===== config.mk =====
export PLATFORM = sky130hd
export DESIGN_NAME = ddsDither4
export DESIGN_NICKNAME = d
export VERILOG_FILES = /design/src/rtl/ddsPkg.sv /design/src/rtl/ddsCtrl.sv /design/src/rtl/ddsDatapath.sv /design/src/rtl/ddsDither4.sv
export SDC_FILE = /design/constraint.sdc
export NUM_CORES = 1
export LEC_CHECK = 0
export BUFFER_PORTS_ARGS = -buffer_cell sky130_fd_sc_hd__buf_2
export CELL_PAD_IN_SITES_DETAIL_PLACEMENT = 1
export CELL_PAD_IN_SITES_GLOBAL_PLACEMENT = 2
export CORE_MARGIN = 1.5
export CORE_UTILIZATION = 30
export CTS_CLUSTER_DIAMETER = 60
export DETAILED_ROUTE_END_ITERATION = 7
export PLACE_DENSITY = 0.65
export SLEW_MARGIN = 15
export SYNTH_ARGS = -nofsm -noshare
export SYNTH_HDL_FRONTEND = slang
export SYNTH_SLANG_ARGS = --single-unit

===== constraint.sdc =====
create_clock -name clk -period 4.1 [get_ports clk]
set_clock_uncertainty 0.15 [all_clocks]
set_input_delay 0.205 -clock clk [delete_from_list [all_inputs] [get_ports clk]]
set_output_delay 0.205 -clock clk [all_outputs]
set_load 0.02 [all_outputs]

===== src/rtl/ddsPkg.sv =====
package ddsPkg;
  localparam int IDX_W = 4;
  localparam int AMP_W = 5;
  localparam int OUT_W = AMP_W - 1;

  typedef struct packed {
    logic step;
    logic ditherRise;
    logic ditherFall;
  } ddsStrobe_t;

  // quarter-offset sine samples, full 5-bit swing
  function automatic logic [AMP_W-1:0] sineAmp(input logic [IDX_W-1:0] idx);
    logic [AMP_W-1:0] amp;
    case (idx)
      4'd0, 4'd7:   amp = 5'd19;
      4'd1, 4'd6:   amp = 5'd24;
      4'd2, 4'd5:   amp = 5'd28;
      4'd3, 4'd4:   amp = 5'd31;
      4'd8, 4'd15:  amp = 5'd12;
      4'd9, 4'd14:  amp = 5'd7;
      4'd10, 4'd13: amp = 5'd3;
      default:      amp = 5'd0;
    endcase
    return amp;
  endfunction

  // drop the LSB, round up when both LSB and dither are set, clamp at top
  function automatic logic [OUT_W-1:0] ditherAmp(input logic [AMP_W-1:0] amp, input logic dith);
    logic [OUT_W:0] sum;
    sum = {1'b0, amp[AMP_W-1:1]} + {{OUT_W{1'b0}}, amp[0] & dith};
    return sum[OUT_W] ? {OUT_W{1'b1}} : sum[OUT_W-1:0];
  endfunction
endpackage


===== src/rtl/ddsCtrl.sv =====
module ddsCtrl #(
  parameter int              LFSR_W   = 16,
  parameter logic [LFSR_W-1:0] SEED   = 16'hACE1,
  parameter logic [LFSR_W-1:0] TAPS   = 16'hB400,
  parameter int              RISE_BIT = 0,
  parameter int              FALL_BIT = 8
) (
  input  logic                clk,
  input  logic                rstN,
  input  logic                en,
  output ddsPkg::ddsStrobe_t  strobe
);
  logic [LFSR_W-1:0] lfsrQ;
  logic              feedback;

  assign feedback = ^(lfsrQ & TAPS);

  always_ff @(posedge clk or negedge rstN) begin
    if (!rstN)   lfsrQ <= SEED;
    else if (en) lfsrQ <= {lfsrQ[LFSR_W-2:0], feedback};
  end

  always_comb begin
    strobe.step       = en;
    strobe.ditherRise = lfsrQ[RISE_BIT];
    strobe.ditherFall = lfsrQ[FALL_BIT];
  end
endmodule


===== src/rtl/ddsDatapath.sv =====
module ddsDatapath
  import ddsPkg::*;
#(
  parameter int PHASE_W = 48
) (
  input  logic               clk,
  input  logic               rstN,
  input  logic [PHASE_W-1:0] freqWord,
  input  ddsStrobe_t         strobe,
  output logic [OUT_W-1:0]   laneRise,
  output logic [OUT_W-1:0]   laneFall
);
  localparam int               LANES = 2;
  localparam logic [OUT_W-1:0] MID   = {1'b1, {(OUT_W-1){1'b0}}};

  logic [PHASE_W-1:0] phaseQ;
  logic [PHASE_W-1:0] lanePhase  [LANES];
  logic [OUT_W-1:0]   laneSample [LANES];
  logic [OUT_W-1:0]   laneQ      [LANES];
  logic [LANES-1:0]   laneDither;

  assign laneDither = {strobe.ditherFall, strobe.ditherRise};

  always_ff @(posedge clk or negedge rstN) begin
    if (!rstN)            phaseQ <= '0;
    else if (strobe.step) phaseQ <= phaseQ + freqWord;
  end

  for (genvar g = 0; g < LANES; g++) begin : gLane
    if (g == 0) begin : gOnEdge
      assign lanePhase[g] = phaseQ;
    end else begin : gHalfStep
      assign lanePhase[g] = phaseQ + (freqWord >> 1);
    end

    always_comb
      laneSample[g] = ditherAmp(sineAmp(lanePhase[g][PHASE_W-1 -: IDX_W]), laneDither[g]);

    always_ff @(posedge clk or negedge rstN) begin
      if (!rstN)            laneQ[g] <= MID;
      else if (strobe.step) laneQ[g] <= laneSample[g];
    end
  end

  assign laneRise = laneQ[0];
  assign laneFall = laneQ[1];
endmodule


===== src/rtl/ddsDither4.sv =====
module ddsDither4 #(
  parameter int PHASE_W = 48
) (
  input  logic               clk,
  input  logic               rstN,
  input  logic               en,
  input  logic [PHASE_W-1:0] freqWord,
  output logic [3:0]         laneRise,
  output logic [3:0]         laneFall
);
  ddsPkg::ddsStrobe_t strobe;

  ddsCtrl ctl (
    .clk    (clk),
    .rstN   (rstN),
    .en     (en),
    .strobe (strobe)
  );

  ddsDatapath #(.PHASE_W(PHASE_W)) dp (
    .clk      (clk),
    .rstN     (rstN),
    .freqWord (freqWord),
    .strobe   (strobe),
    .laneRise (laneRise),
    .laneFall (laneFall)
  );
endmodule


==> key figures <==
Pwr
  – Combinational Power Share: 0.662
  – Switching share of total power: 0.462
  – Leakage Power: between 3 and 4 nW
  – Seq pwr share: 0.204
  – Peak supply drop: roughly 0.3 mV
  – Internal power: ~3.9 mW
  – Power Dens Cells: between 800 and 900 nW/µm²
  – Clock share of power: 0.133
  – Net Sw Power: approximately 3.3 mW
  – Total power draw: a little over 7 mW

Die
  – CORE AREA: 23,400 µm²
  – Die Area: 24,700 µm²
  – Die width: between 150 and 200 µm
  – Die H: roughly 160 µm
  – Initial Utilization: 0.304
  – Io pins: 59
  – FP Rows: 56

Placed design
  – Area post-placement: between 7000 and 8000 µm²
  – Routability congestion estimate: approximately 0.86
  – I/O Buffers: between 50 and 60
  – Final HPWL DP: between 15 and 20 mm

Worst hold path
  – Hold Path Class: input pin to flip-flop
  – Hold Path Stages: 3

Routing
  – Vias/cell: roughly 5.3
  – Via count: 6,302
  – Routed wire length: approximately 21 mm
  – DRT Pass-1 Iters: 4
  – Remaining DRCs: 0
  – Wire per inst: between 15 and 20 µm
  – Post-route ant nets: 0
  – Drt initial violations: 179

STA
  – Max-slew violation count: 0
  – Fmax: 258 MHz
  – Tcrit/Tclk final: 0.946
  – Setup TNS: 0 ns
  – Slew HR: 0.316
  – Worst Tran Pin Value: ~1 ns
  – Hold Fails Final Rpt: 0
  – Setup violations, final: 0
  – Fin crit period: just under 4 ns
  – RSZ-0062 raised after global routing: no

Yosys
  – Post-synth ARST share: 1.00
  – Syn avg cell area: roughly 8.8 µm²
  – Sequential fraction of the synthesis area: 0.255
  – Syn nets: 958
  – Post-synth EDFFs: 0
  – Primary FF master, synth: dfrtp_1
  – Synth top area cells: dfrtp_1 22%, ha_1 18%, mux2_2 7.6%
  – Mapped Area: 7120 µm²
  – Top cell type's share of synthesized area: 0.218
  – Syn Inst Count: about 800
  – Synth Warn #: 0
  – Cell taking the most area after synthesis: dfrtp_1
  – Most common library cells after synthesis: 101 x ha_1, 76 x a21oi_1, 62 x dfrtp_1
  – Most frequent cell after synthesis: ha_1
  – FF+latch count, synth: between 70 and 80
  – Distinct cells, synth: 72

Clock network
  – CTS sink count: 72
  – CTS buffer count: 9
  – Max Root-Sink Buffers: 2
  – H-tree lvl count: 3
  – Clock transition at path regs: approximately 0.070 ns
  – Clock insertion delay at the later pin of the skew report: 0.35 ns
  – CTS Root Cell: clkbuf_16
  – CTS tree: built

Layout
  – Fillers: 2,783
  – Antenna Diode Count: 0
  – Fin area: approximately 8000 µm²
  – Share of cells above drive strength 1: 0.185
  – Final core utilization: 0.349
  – Nets: a little over 1,000
  – Area Overhead vs Synth: 14.8%

Critical path
  – Worst setup path category: flip-flop to flip-flop
  – Crit path max fanout: 6
  – R2R cell count: 14
  – Crit start category: flip-flop
  – CP required: about 4.2 ns
  – Crit path capture type: flip-flop
  – Arr. time, crit path: 3.99 ns

Global routing
  – Vias in the first global route: between 6,000 and 7,000
  – Initial antenna violation count: 0
  – First-pass GRT wire length: 35.0 mm
  – Tot GR Track Use: 0.178
  – Largest net degree at the start of global routing: between 70 and 80
  – GR Overflow Total: 0

Outcome
  – Outcome: finished clean

Flow run
  – Max-cap violation count: 0
state kept, by name, indices dropped and copies added (netlist names):
register and cells:
dp.laneRise 4, ctl.lfsrQ 16, dp.phaseQ 48, dp.laneFall 4
layer usage:
| metal | wire, µm | GRT usage |
|---|---|---|
| met1 | 10100 | 0.225 |
| met4 | 349 | 0.0503 |
| met3 | 393 | 0.0240 |
| met5 | 0 | 0 |
| met2 | 10200 | 0.316 |
path summary, 6_finish.rpt:
kind / start / endpoint / slack (ns)
max: dp.phaseQ[42] / dp.laneFall[1] / 0.22
min: freqWord[0] / dp.phaseQ[0] / 0.06
max reg2reg: dp.phaseQ[42] / dp.laneFall[1] / 0.22
min reg2reg: ctl.lfsrQ[9] / ctl.lfsrQ[9] / 0.34
max in group asynchronous: rstN / ctl.lfsrQ[14] / 2.70
min in group asynchronous: rstN / dp.phaseQ[21] / 0.43
placed cells by master, fill, tap and decap left out, drive strengths merged, types with 4 or more instances in the layout:
master / instances
and2: 13
a211oi: 6
and3: 8
ha: 101
nor3: 13
a31oi: 11
nor2b: 7
xor2: 16
o21a: 14
or2: 5
a21oi: 76
or3: 8
a211o: 5
dfstp: 10
xnor2: 30
nand2: 59
o21ai: 44
o2111a: 6
nand4: 13
nand2b: 7
inv: 34
o21bai: 6
a21o: 39
a41oi: 5
clkbuf: 10
nand3: 25
o211ai: 10
mux2i: 4
nor2: 51
o31ai: 5
mux2: 48
o221ai: 4
dfrtp: 62
buf: 66
power groups by stage:
stage | clock (mW) | sequential [mW] | combinational, mW
global route | 1.01 | 1.52 | 5.32
global placement | 0 | 1.46 | 4.55
floorplan | 0 | 1.40 | 3.53
CTS | 0.994 | 1.47 | 4.73
finish | 0.954 | 1.46 | 4.74
detailed placement | 0 | 1.48 | 4.68
layout make-up:
| cell class | count | area (µm²) | area share |
|---|---|---|---|
| multi-input combinational | 677 | 5120 | 0.627 |
| inverter | 34 | 128 | 0.0156 |
| timing repair buffer | 67 | 365 | 0.0447 |
| clock buffer | 10 | 229 | 0.0280 |
| clock inverter | 6 | 116 | 0.0142 |
| sequential | 72 | 1810 | 0.222 |
| tap | 319 | 399 | 0.0488 |
kinds of logic (layout without fill, tap and decap cells):
group,after synthesis,in the layout,share of synthesized area
flops,72,72,0.255
compound gates,260,260,0.246
simple gates,217,217,0.150
xor+xnor,46,46,0.0577
buf+inv,56,117,0.0295
fa+ha+maj,102,102,0.180
mux,52,52,0.0816
per-stage QoR:
step	worst slack, ns	std cells	hold slack, ns
2_1_floorplan	0.453	805	-0.241
3_3_place_gp	0.184	1167	0.302
3_5_place_dp	0.00345	1167	0.319
4_1_cts	0.108	1184	0.0406
5_1_grt	0.0291	1185	0.0676
6_report	0.221	1185	0.0634
worst max-delay path: stages (launching register included):
cell	delay [ns]
dfrtp_1	0.40
ha_1	0.31
nand3_1	0.24
nor4_2	0.48
nand2_1	0.15
nor3_1	0.20
a31oi_1	0.13
and4_4	0.23
or3_4	0.40
xor2_1	0.25
xnor2_1	0.16
ha_1	0.20
inv_1	0.06
or2_1	0.25
a31oi_1	0.17
what timing repair did:
item	4_1_cts	5_1_grt
pin swaps	0	2
endpoints found under the setup margin	1	3
resized for setup	1	6
buffers inserted	0	1
endpoints found under the hold margin	62	0
hold buffers	1	0
(Power assumes the default switching activity.)
